File: src/rtl/dtmr_pkg.sv
package dtmr_pkg;

  typedef struct packed {
    logic       en;
    logic       periodic;
    logic       ie;
    logic [1:0] div;
    logic       wide;
    logic       oneshot;
  } tmr_ctrl_t;

  typedef enum logic [2:0] {
    OFS_LOAD  = 3'd0,
    OFS_VALUE = 3'd1,
    OFS_CTRL  = 3'd2,
    OFS_CLR   = 3'd3,
    OFS_RAW   = 3'd4,
    OFS_MSK   = 3'd5,
    OFS_BG    = 3'd6
  } reg_ofs_e;

  function automatic tmr_ctrl_t ctrl_from_byte(input logic [7:0] b);
    tmr_ctrl_t c;
    c.en       = b[7];
    c.periodic = b[6];
    c.ie       = b[5];
    c.div      = b[3:2];
    c.wide     = b[1];
    c.oneshot  = b[0];
    return c;
  endfunction

  function automatic logic [7:0] ctrl_to_byte(input tmr_ctrl_t c);
    return {c.en, c.periodic, c.ie, 1'b0, c.div, c.wide, c.oneshot};
  endfunction

endpackage

File: src/rtl/dtmr_prescaler.sv
module dtmr_prescaler #(
  parameter int LOG_MID = 4,
  parameter int LOG_MAX = 8
) (
  input  logic       clk,
  input  logic       rst,
  input  logic       run,
  input  logic       restart,
  input  logic [1:0] sel,
  output logic       tick
);

  logic [LOG_MAX-1:0] pcnt;
  logic               hit;

  always_comb begin
    case (sel)
      2'b00:   hit = 1'b1;
      2'b01:   hit = &pcnt[LOG_MID-1:0];
      default: hit = &pcnt;
    endcase
  end

  assign tick = run & hit;

  // cleared while stopped or on a start-value write, so the first tick lands a fixed distance away
  always_ff @(posedge clk) begin
    if (rst || !run || restart) pcnt <= '0;
    else                        pcnt <= pcnt + 1'b1;
  end

  // the mid divider cannot tick on two consecutive edges
  assert_prescale_gap_R4: assert property (@(posedge clk) disable iff (rst)
    (run && !restart && sel == 2'b01 && tick) |=> (!tick || sel == 2'b00));

endmodule

File: src/rtl/dtmr_channel.sv
module dtmr_channel
  import dtmr_pkg::*;
#(
  parameter int DATA_W  = 32,
  parameter int HALF_W  = 16,
  parameter int LOG_MID = 4,
  parameter int LOG_MAX = 8
) (
  input  logic              clk,
  input  logic              rst,
  input  logic              wr_en,
  input  logic [2:0]        wr_ofs,
  input  logic [DATA_W-1:0] wr_data,
  input  logic [2:0]        rd_ofs,
  output logic [DATA_W-1:0] rd_data,
  output logic              irq
);

  localparam logic [DATA_W-1:0] NARROW_MASK = {{(DATA_W-HALF_W){1'b0}}, {HALF_W{1'b1}}};
  localparam logic [DATA_W-1:0] ONE         = DATA_W'(1);

  tmr_ctrl_t         ctrl;
  logic [DATA_W-1:0] rld, cnt, mask, cur, cnt_next;
  logic              raw, tick, set_raw;
  logic              load_we, bg_we, ctrl_we, clr_we;

  assign load_we = wr_en && (wr_ofs == OFS_LOAD);
  assign bg_we   = wr_en && (wr_ofs == OFS_BG);
  assign ctrl_we = wr_en && (wr_ofs == OFS_CTRL);
  assign clr_we  = wr_en && (wr_ofs == OFS_CLR);

  assign mask = ctrl.wide ? '1 : NARROW_MASK;
  assign cur  = cnt & mask;

  dtmr_prescaler #(.LOG_MID(LOG_MID), .LOG_MAX(LOG_MAX)) u_psc (
    .clk     (clk),
    .rst     (rst),
    .run     (ctrl.en),
    .restart (load_we),
    .sel     (ctrl.div),
    .tick    (tick)
  );

  always_comb begin
    if (cur == '0 && ctrl.oneshot)       cnt_next = cur;
    else if (cur == '0 && ctrl.periodic) cnt_next = rld & mask;
    else                                 cnt_next = (cur - ONE) & mask;
  end

  assign set_raw = tick && !load_we && (cur == ONE);

  always_ff @(posedge clk) begin
    if (rst) begin
      ctrl <= '0;
      rld  <= '0;
      cnt  <= '0;
      raw  <= 1'b0;
    end else begin
      if (ctrl_we)          ctrl <= ctrl_from_byte(wr_data[7:0]);
      if (load_we || bg_we) rld  <= wr_data;
      if (load_we)          cnt  <= wr_data;
      else if (tick)        cnt  <= cnt_next;
      if (set_raw)          raw  <= 1'b1;
      else if (clr_we)      raw  <= 1'b0;
    end
  end

  always_comb begin
    case (rd_ofs)
      OFS_LOAD, OFS_BG: rd_data = rld;
      OFS_VALUE:        rd_data = cur;
      OFS_CTRL:         rd_data = DATA_W'(ctrl_to_byte(ctrl));
      OFS_RAW:          rd_data = DATA_W'(raw);
      OFS_MSK:          rd_data = DATA_W'(raw & ctrl.ie);
      default:          rd_data = '0;
    endcase
  end

  assign irq = raw & ctrl.ie;

  assert_bg_keeps_count_R3: assert property (@(posedge clk) disable iff (rst)
    (bg_we && !tick) |=> $stable(cnt));

  assert_hold_when_off_R11: assert property (@(posedge clk) disable iff (rst)
    (!ctrl.en && !load_we) |=> $stable(cnt));

  assert_oneshot_stop_R7: assert property (@(posedge clk) disable iff (rst)
    (ctrl.oneshot && cur == '0 && !load_we && !ctrl_we) |=> (cur == '0 && !$rose(raw)));

  assert_raw_source_R5: assert property (@(posedge clk) disable iff (rst)
    $rose(raw) |-> $past(tick && cur == ONE));

  assert_clear_R10: assert property (@(posedge clk) disable iff (rst)
    (clr_we && !set_raw) |=> !raw);

endmodule

File: src/rtl/dual_down_timer.sv
module dual_down_timer
  import dtmr_pkg::*;
#(
  parameter int NUM_CH  = 2,
  parameter int DATA_W  = 32,
  parameter int HALF_W  = 16,
  parameter int WIN_LOG = 5,
  parameter int LOG_MID = 4,
  parameter int LOG_MAX = 8,
  localparam int CH_W   = (NUM_CH > 1) ? $clog2(NUM_CH) : 1,
  localparam int ADDR_W = WIN_LOG + CH_W
) (
  input  logic              clk,
  input  logic              rst,
  input  logic [ADDR_W-1:0] bus_addr,
  input  logic              bus_we,
  input  logic [DATA_W-1:0] bus_wdata,
  output logic [DATA_W-1:0] bus_rdata,
  output logic [NUM_CH-1:0] irq
);

  logic [CH_W-1:0]   ch_sel;
  logic [2:0]        reg_idx;
  logic [DATA_W-1:0] ch_rd [NUM_CH];
  logic [1:0]        unused_lsb;

  assign ch_sel     = bus_addr[ADDR_W-1:WIN_LOG];
  assign reg_idx    = bus_addr[4:2];
  assign unused_lsb = bus_addr[1:0];

  for (genvar g = 0; g < NUM_CH; g++) begin : g_ch
    dtmr_channel #(
      .DATA_W (DATA_W),
      .HALF_W (HALF_W),
      .LOG_MID(LOG_MID),
      .LOG_MAX(LOG_MAX)
    ) u_ch (
      .clk     (clk),
      .rst     (rst),
      .wr_en   (bus_we && (ch_sel == CH_W'(g))),
      .wr_ofs  (reg_idx),
      .wr_data (bus_wdata),
      .rd_ofs  (reg_idx),
      .rd_data (ch_rd[g]),
      .irq     (irq[g])
    );
  end

  always_ff @(posedge clk) begin
    if (rst) bus_rdata <= '0;
    else     bus_rdata <= ch_rd[ch_sel];
  end

endmodule

File: config.mk
export PLATFORM = sky130hd
export DESIGN_NAME = dual_down_timer
export DESIGN_NICKNAME = d
export VERILOG_FILES = /design/src/rtl/dtmr_pkg.sv /design/src/rtl/dtmr_prescaler.sv /design/src/rtl/dtmr_channel.sv /design/src/rtl/dual_down_timer.sv
export SDC_FILE = /design/constraint.sdc
export NUM_CORES = 1
export LEC_CHECK = 0
export CAP_MARGIN = 20
export CORE_ASPECT_RATIO = 1.25
export CORE_MARGIN = 2
export CORE_UTILIZATION = 56
export CTS_CLUSTER_SIZE = 12
export DETAILED_ROUTE_END_ITERATION = 16
export DONT_BUFFER_PORTS = 1
export HOLD_SLACK_MARGIN = 0.03
export PLACE_DENSITY = 0.71
export REMOVE_ABC_BUFFERS = 1
export SYNTH_ARGS = -nofsm -noshare
export SYNTH_HDL_FRONTEND = slang
export SYNTH_SLANG_ARGS = --single-unit
File: constraint.sdc
create_clock -name clk -period 3.7 [get_ports clk]
set_clock_uncertainty 0.2 [all_clocks]
set_input_delay 0.37 -clock clk [delete_from_list [all_inputs] [get_ports clk]]
set_output_delay 0.37 -clock clk [all_outputs]
set_load 0.02 [all_outputs]
# Word level (Yosys, flattened, before mapping)
# Cells that the tools add are included.
[word_totals] reg_bits=192 latchBits=0 mem_count=0 inputBits=41 elab_cells=113 mem_bits_rw=0 out_inout_bits=34 mem_bits_ro=0
[classes] n_addsub=4 shifts=0 order_cmp=1 mul=0 n_eq_ne=10 n_bitwise=14 reduce_logical=42 div_mod_pow=0 muxes=21
[ops] op="$mux W32" count=13
[ops] op="$pmux W32 S5" count=2
[ops] op="$and A32 B32 Y32" count=6
[ops] op="$eq A32 B1 Y1 const B" count=2
[ops] op="$logic_not A32 Y1" count=2
[ops] op="$sub A32 B1 Y32 const B" count=2
[ops] op="$logic_and A1 B1 Y1" count=18
[ops] op="$add A8 B1 Y8 const B" count=2
[ops] op="$reduce_and A8 Y1" count=2
[ops] op="$eq A3 B3 Y1 const B" count=3
[ops] op="$reduce_and A4 Y1" count=2
[ops] op="$reduce_bool A2 Y1" count=4
[ops] op="$and A1 B1 Y1" count=6
[ops] op="$eq A3 B2 Y1 const B" count=2
[ops] op="$logic_or A1 B1 Y1" count=6
[ops] op="$eq A2 B1 Y1 const B" count=2
[ops] op="$logic_not A1 Y1" count=4
[ops] op="$logic_not A2 Y1" count=2
[ops] op="$mux W1" count=4
[ops] op="$pmux W1 S2" count=2
[ops] op="$eq A3 B1 Y1 const B" count=1
[ops] op="$logic_not A3 Y1" count=1
[ops] op="$ge A2 B2 Y1 const B" count=1
[ops] op="$not A1 Y2" count=1
[ops] op="2 further kinds" count=2

# Longest topological paths before layout
# Gate-level depths: netlist of run 1.
[logic_depth] depth_word=8 depth_mapped=10 mapped_depth_nobuf=8

# Modules after synthesis
# A second synthesis of run 1 with hierarchy kept.
[unflattened] hier_cells=1348 hier_area_um2=10764.1
[by_module_without_submodules] module="dtmr_channel at g_ch[1].u_ch" area_each_um2=4478.0 cells_each=580 n_inst=1 seq_area_each_um2=1441.4
[by_module_without_submodules] module="dtmr_channel at g_ch[0].u_ch" area_each_um2=4433.0 cells_each=583 n_inst=1 seq_area_each_um2=1441.4
[by_module_without_submodules] module="dual_down_timer" area_each_um2=1177.4 cells_each=105 n_inst=1 seq_area_each_um2=640.6
[by_module_without_submodules] module="dtmr_prescaler" area_each_um2=337.8 cells_each=40 n_inst=2 seq_area_each_um2=160.2

# Worst setup path before layout of run 1
# Ideal clock, no wire load.
[synth_path] path_kind="reg-to-reg" start="register g_ch[0].u_ch.cnt[10]" end="register g_ch[0].u_ch.cnt[4]" setup_time_ns=0.122 stages_incl_launch_ff=8 path_buffers=1 setup_slack_ns=1.114 period_less_slack_ns=2.586 required_ns=3.378 arrival_time_ns=2.264 cell_sequence="dfxtp_1 > or4_4 > or3_1 > buf_2 > nor4_4 > nor2_1 > a21o_1 > a221o_1"
[synth_between] elab_chain_len=7 elab_cells_between_ends=8 cone_classes="mux (4); bitwise (1); reduce/logical (3)"
[synth_lines] item="from (decl)" line_no="dtmr_channel.sv:23" source="logic [DATA_W-1:0] rld, cnt, mask, cur, cnt_next;"
[synth_lines] item="from (signal assigned)" line_no="dtmr_channel.sv:61" source="if (load_we) cnt <= wr_data;"
[synth_lines] item="from (signal assigned)" line_no="dtmr_channel.sv:62" source="else if (tick) cnt <= cnt_next;"
[synth_lines] item="$and A32 B32 Y32 *" line_no="dtmr_channel.sv:33" source="assign cur = cnt & mask;"
[synth_lines] item="$logic_not A32 Y1 *" line_no="dtmr_channel.sv:45, dtmr_channel.sv:46"
[synth_lines] item="$logic_and A1 B1 Y1" line_no="dtmr_channel.sv:46" source="else if (cur == '0 && ctrl.periodic) cnt_next = rld & mask;"
[synth_lines] item="$mux W32" line_no="dtmr_channel.sv:46"
[synth_lines] item="$mux W32 *" line_no="dtmr_channel.sv:45" source="if (cur == '0 && ctrl.oneshot) cnt_next = cur;"
[synth_lines] item="$mux W32 *" line_no="dtmr_channel.sv:62"
[synth_lines] item="$mux W32 *" line_no="dtmr_channel.sv:61"
# Mark *: on every way between the ends. The rest lies on a longest branch, timed or not. The select of a mux whose other input is x is not followed.
# A chain may end at the register's enable or synchronous reset.

# Worst setup path in the final report of run 1
[layout_path] start="register g_ch[0].u_ch.cnt[10]" end="register g_ch[0].u_ch.cnt[25]"
[layout_between] elab_chain_len=7 elab_cells_between_ends=10 cone_classes="add/sub (1); mux (4); bitwise (2); reduce/logical (3)"
[layout_lines] item="$and A32 B32 Y32 *" line_no="dtmr_channel.sv:33"
[layout_lines] item="$sub A32 B1 Y32 or $logic_not A32 Y1 (tied branches)" line_no="dtmr_channel.sv:47, dtmr_channel.sv:45, dtmr_channel.sv:46"
[layout_lines] item="$and A32 B32 Y32 or $logic_and A1 B1 Y1 (tied branches)" line_no="dtmr_channel.sv:47, dtmr_channel.sv:46"
[layout_lines] item="$mux W32" line_no="dtmr_channel.sv:46"
[layout_lines] item="$mux W32 *" line_no="dtmr_channel.sv:45"
[layout_lines] item="$mux W32 *" line_no="dtmr_channel.sv:62"
[layout_lines] item="$mux W32 *" line_no="dtmr_channel.sv:61"
# Marks and branches as above.

==> results.json, run 1 <==
{
  "tightest_slew_ps": 1000,
  "period_share": 0.863,
  "drv_slew": 0,
  "p_int_w": 0.00341,
  "status": "complete, no violations",
  "powerDensity_mw_per_mm2": 425,
  "hold_viol_final": 0,
  "fin_crit_ps": 3190,
  "timing.hold.ws_ps": 44.1,
  "wl_met2_mm": 16.2,
  "setup_tns_ps": 0,
  "gp_congestion": 1.01,
  "area_delta_synth_final_pct": 11.4,
  "power_frac_comb": 0.170,
  "die_h_um": 155,
  "drt-total-wl_mm": 35.6,
  "seqPwrFrac": 0.451,
  "ios": 75,
  "wl_met1_mm": 14.0,
  "highest_layer": "met4",
  "finalSetupViolations": 0,
  "yosys_warnings": 0,
  "synth.most_common_cell": "nand2_1",
  "drive_above_1_share": 0.0679,
  "num_vias": 10600,
  "synth_top_cell_area_share": 0.378,
  "drt_iter0_drc": 1213,
  "clk_pin_slew_worst_paths_ps": 70,
  "critical_path_required_ps": 3800,
  "htree_levels": 4,
  "crit_fanout": 16,
  "cts_buffer_depth": 2,
  "p_sw_w": 0.00140,
  "num_rows": 55,
  "place_ws_ps": 547,
  "synth_cells": 1335,
  "drv_cap": 0,
  "ys_seq_elements": 192,
  "hp-class": "in2reg",
  "syn_avg_cell_area_sq_um": 7.62,
  "final_nets": 1377,
  "multi_input_comb_area_sq_mm": 0.00587,
  "avgRoutedWirePerCell_um": 22.7,
  "synth_common_cells": "231 x nand2_1, 192 x dfxtp_1, 137 x a21oi_1",
  "synth-edff-count": 0,
  "synth.area.top_cells": "dfxtp_1 38%, nand2_1 8.5%, a21oi_1 6.7%",
  "dr_wl_met3_mm": 2.70,
  "async_flop_share": 0,
  "rsz0062_at_grt": "false",
  "maxSlewHeadroom": 0.330,
  "antenna_found_initial": 3,
  "first_pass_iters": 7,
  "grt_pass1_wl_mm": 56.2,
  "grt_pass1_vias": 9715,
  "grt_use_total": 0.371,
  "leakage_nw": 4.15,
  "clk_latency_ps": 440,
  "dieArea_sq_mm": 0.0193,
  "cts_inserted_buffers": 17,
  "fill_cells": 1612,
  "vias_per_cell": 6.73,
  "cts_tree": "built",
  "endpoint_kind": "flip-flop",
  "hpwl_mm": 23.6,
  "die_w_um": 125,
  "cts_resized": 0,
  "cp-start-kind": "flip-flop",
  "placeableCoreArea_sq_mm": 0.0180,
  "utilization": 0.631,
  "synth_cell_type_count": 68,
  "grt_overflow": 0,
  "cts_root_buf": "clkbuf_16",
  "grt_max_degree": 129,
  "seq_area_frac_synth": 0.378,
  "ir_drop_v": 0.000331,
  "synth_top_area_cell": "dfxtp_1",
  "ant_nets": 0,
  "start_util": 0.566,
  "post_cts_buffers": 0,
  "fmax_mhz": 313,
  "p_total_w": 0.00481,
  "ff2ff_setup_slack_ps": 510,
  "arrival_ps": 3290,
  "power_frac_clock": 0.379,
  "numClockSinks": 192,
  "syn_area_sq_mm": 0.0102,
  "switching_share": 0.291,
  "postCtsHoldBufs": 39,
  "synth_ff_type": "dfxtp_1",
  "io_buffers": 0,
  "critical_path_class": "reg2reg",
  "drc": 0,
  "regArea_sq_mm": 0.00384,
  "setup_ws_ps": 507
}
-- kinds of logic (layout without fill, tap and decap cells) --
kind of cell | after synthesis | count (layout) | share of synthesized area
and+or+nand+nor | 568 | 568 | 0.261
muxes | 19 | 19 | 0.0194
other | 0 | 3 | 0
buffers and inverters | 121 | 126 | 0.0475
AOI/OAI and AO/OA | 392 | 392 | 0.255
xor gates and xnor gates | 37 | 37 | 0.0319
DFF | 192 | 192 | 0.378
adders and majority gates | 6 | 6 | 0.00738
-- cell type report --
| cell class | count | share of cell area |
|---|---|---|
| Multi-Input combinational cell | 1022 | 0.518 |
| Sequential cell | 192 | 0.339 |
| Timing Repair Buffer | 71 | 0.0581 |
| Clock buffer | 18 | 0.0379 |
| Tap cell | 228 | 0.0252 |
| Clock inverter | 11 | 0.0117 |
| Inverter | 26 | 0.00862 |
| Antenna cell | 3 | 0.000663 |
-- registers in the layout (all words and copies together), names as in the netlist --
| signal | flops |
|---|---|
| g_ch.u_ch.cnt | 64 |
| g_ch.u_ch.raw | 2 |
| g_ch.u_ch.ctrl | 14 |
| g_ch.u_ch.u_psc.pcnt | 16 |
| bus_rdata | 32 |
| g_ch.u_ch.rld | 64 |
-- through the flow --
stage	std cells	cell area [sq um]
floorplan	1240	9780
CTS	1568	11300
detailed placement	1500	10300
global route	1571	11300
finish	1571	11300
global placement	1500	10300
-- worst max-delay path, stage by stage (launching register included) --
cell,delay (ps)
dfxtp_1,380
or4_4,600
or3_1,500
nor4_4,430
nor2_1,230
nand2_1,500
o32ai_1,190
-- layer usage --
layer  track usage  vias up
li1              -     4873
met5             0        -
met1         0.475     4975
met4         0.251        0
met3        0.0529      134
met2         0.582      588
-- cells in the final DEF, fill, tap and decap left out, drive strengths merged, types with 7 or more instances in the layout --
cell type	Yosys	routed
and2	7	7
nand4	16	16
nand2	231	231
buf	17	34
or3	13	13
o21ai	46	46
a21oi	137	137
clkbuf	78	18
nor3	45	45
a221oi	42	42
o32ai	16	16
xor2	15	15
o31ai	15	15
nor2	124	124
nand3	48	48
dlygate4sd3	0	37
dfxtp	192	192
a2111oi	18	18
xnor2	22	22
and3	35	35
inv	25	29
nor4	9	9
nand2b	7	7
a31oi	9	9
a211oi	9	9
a22oi	25	25
o22ai	26	26
mux2i	13	13
or4	10	10
-- final timing paths --
check             cells past startpoint                         end                        from
setup reg to reg                      6        g_ch[0].u_ch.cnt[25]        g_ch[0].u_ch.cnt[10]
hold / removal                        3                bus_rdata[1]                 bus_addr[5]
hold reg to reg                       1  g_ch[1].u_ch.u_psc.pcnt[0]  g_ch[1].u_ch.u_psc.pcnt[0]
setup / recovery                      6        g_ch[0].u_ch.cnt[25]        g_ch[0].u_ch.cnt[10]
-- power by group through the flow --
stage | sequential (W) | combinational, W | clock [W]
after floorplan | 0.00220 | 0.000502 | 0
after global routing | 0.00218 | 0.000894 | 0.00192
after global placement | 0.00222 | 0.000691 | 0
after detailed placement | 0.00222 | 0.000695 | 0
final | 0.00217 | 0.000819 | 0.00182
after CTS | 0.00217 | 0.000801 | 0.00184
Note: power is estimated with default switching activity, not from simulation.
==> run 2: changes to the inputs <==
--- a/config.mk
+++ b/config.mk
@@ -12,6 +12,7 @@
 export CTS_CLUSTER_SIZE = 12
 export DETAILED_ROUTE_END_ITERATION = 16
 export DONT_BUFFER_PORTS = 1
+export GPL_ROUTABILITY_DRIVEN = 0
 export HOLD_SLACK_MARGIN = 0.03
 export PLACE_DENSITY = 0.71
 export REMOVE_ABC_BUFFERS = 1
==> run 2 against run 1 <==
Net effect: sequential power about the same; design area hardly changed; combinational power barely moved; core utilization grew 0.056 points; count of clock-buffer cells in the layout increased by 1; clock power is essentially flat; sequential cell count stayed put; final cell count is 0.13% higher; global-route usage about the same; largest cell class unchanged.
==> results.json, run 2 (synthesized netlist as in run 1, its figures left out) <==
{
  "maxSlewHeadroom": 0.317,
  "grt_use_total": 0.371,
  "dpl_cell_area_sq_mm": 0.0104,
  "cp_top_family": "compound AO/OA/AOI/OAI gates",
  "arrival_ps": 3410,
  "critical_path_required_ps": 3840,
  "grt_pass1_wl_mm": 56.6,
  "finalSetupViolations": 0,
  "final_cell_mix": "231 x nand2_1, 192 x dfxtp_1, 137 x a21oi_1",
  "crit_fanout": 16,
  "layout.cells.non_filler": 1573,
  "hold_viol_final": 0,
  "powerDensity_mw_per_mm2": 423,
  "die_w_um": 125,
  "endpoint_kind": "flip-flop",
  "cp-start-kind": "input pin",
  "cts_buffer_depth": 2,
  "die_h_um": 155,
  "drive_above_1_share": 0.0699,
  "cts_inserted_buffers": 17,
  "layout_commonest_cell": "nand2_1",
  "numClockSinks": 192,
  "htree_levels": 4,
  "leakage_nw": 4.16,
  "final_nets": 1379,
  "ant_nets": 0,
  "drv_slew": 0,
  "crit_chain": "dlygate4sd3_1, inv_1, o211ai_1, o21bai_1, nor2_1, nand2_1, o32ai_1",
  "drt-total-wl_mm": 35.7,
  "clk_latency_ps": 450,
  "top_regs": "g_ch.u_ch.cnt: 64 flops, g_ch.u_ch.rld: 64 flops, bus_rdata: 32 flops",
  "num_rows": 55,
  "grt_max_degree": 128,
  "rsz0062_at_grt": "false",
  "fin_crit_ps": 3260,
  "first_pass_iters": 5,
  "post_cts_buffers": 0,
  "cpPeakStageDelay_ps": 650,
  "grt_pass1_vias": 9935,
  "clk_pin_slew_worst_paths_ps": 70,
  "antenna_found_initial": 1,
  "fill_cells": 1600,
  "period_share": 0.882,
  "cts_root_buf": "clkbuf_16",
  "critPathBufInv": 2,
  "hp-class": "in2reg",
  "dp_cells": 1502,
  "placeableCoreArea_sq_mm": 0.0180,
  "cts_tree": "built",
  "avgRoutedWirePerCell_um": 22.7,
  "hpwl_mm": 23.6,
  "tightest_slew_ps": 1020,
  "drc": 0,
  "fin_area_sq_mm": 0.0113,
  "area_delta_synth_final_pct": 11.5,
  "status": "complete, no violations",
  "start_util": 0.566,
  "io_buffers": 0,
  "grt_overflow": 0,
  "ios": 75,
  "ir_drop_v": 0.000363,
  "num_vias": 10600,
  "vias_per_cell": 6.72,
  "drt_iter0_drc": 1280,
  "fmax_mhz": 306,
  "dieArea_sq_mm": 0.0193,
  "slowest_stage": "dlygate4sd3_1",
  "critical_path_class": "in2reg",
  "drv_cap": 0
}
## run 2: worst reg2reg max path, cell delays in order, from the launching register on
cell,delay (ps)
dfxtp_1,380
or4_4,600
or3_1,510
nor4_4,410
nor2_1,230
nand2_1,540
o22ai_1,200
## run 2: final timing paths
path	startpoint	end	slack, ps	depth (start not counted)
max	rst	g_ch[0].u_ch.cnt[30]	440	7
min	bus_addr[5]	bus_rdata[19]	40	2
max reg2reg	g_ch[0].u_ch.cnt[10]	g_ch[0].u_ch.cnt[19]	480	6
min reg2reg	g_ch[0].u_ch.u_psc.pcnt[0]	g_ch[0].u_ch.u_psc.pcnt[0]	240	1
## run 2: power breakdown
group / internal, W / total (W) / leakage, nW / switching [W]
clock network: 0.000944 / 0.00181 / 0.262 / 0.000867
logic: 0.000307 / 0.000819 / 2.34 / 0.000511
registers: 0.00211 / 0.00217 / 1.55 / 0.0000597
total: 0.00336 / 0.00480 / 4.16 / 0.00144
## run 2: layout make-up
class	count	area, sq um	share of cell area
Multi-Input combinational cell	1022	5870	0.518
Sequential cell	192	3840	0.339
Timing Repair Buffer	73	673	0.0594
Clock buffer	19	433	0.0382
Tap cell	228	285	0.0252
Clock inverter	12	129	0.0114
Inverter	26	97.6	0.00861
Antenna cell	1	2.50	0.000221
## run 2: metrics by stage
step                hold WS [ps]  power, W   util  TNS [ps]  worst slack [ps]
global placement             229   0.00290  0.576         0               591
finish                      41.9   0.00480  0.631         0               436
floorplan                    213   0.00271      -     -4320             -71.1
CTS                         31.0   0.00479  0.631         0               524
global route                63.4   0.00497  0.631         0               287
detailed placement           240   0.00291  0.576         0               559
## run 2: routing by layer
layer  up-vias  GRT usage  wire length (um)
li1       4881          -                 -
met1      4943      0.471             13900
met2       623      0.576             16100
met3       130     0.0598              2950
met4         0      0.264              2710
met5         -          0                 0
## run 2: repair_timing
action	4_1_cts	5_1_grt
endpoints found under the hold margin	165	0
endpoints found under the setup margin	0	0
resized for setup	0	0
hold buffers	39	0
==> run 3: changes to the inputs <==
--- a/config.mk
+++ b/config.mk
@@ -19,3 +19,4 @@
 export SYNTH_ARGS = -nofsm -noshare
 export SYNTH_HDL_FRONTEND = slang
 export SYNTH_SLANG_ARGS = --single-unit
+export TNS_END_PERCENT = 30
==> results of run 3 <==
Same layout as run 2: the final DEF is identical, and so are final timing and power.
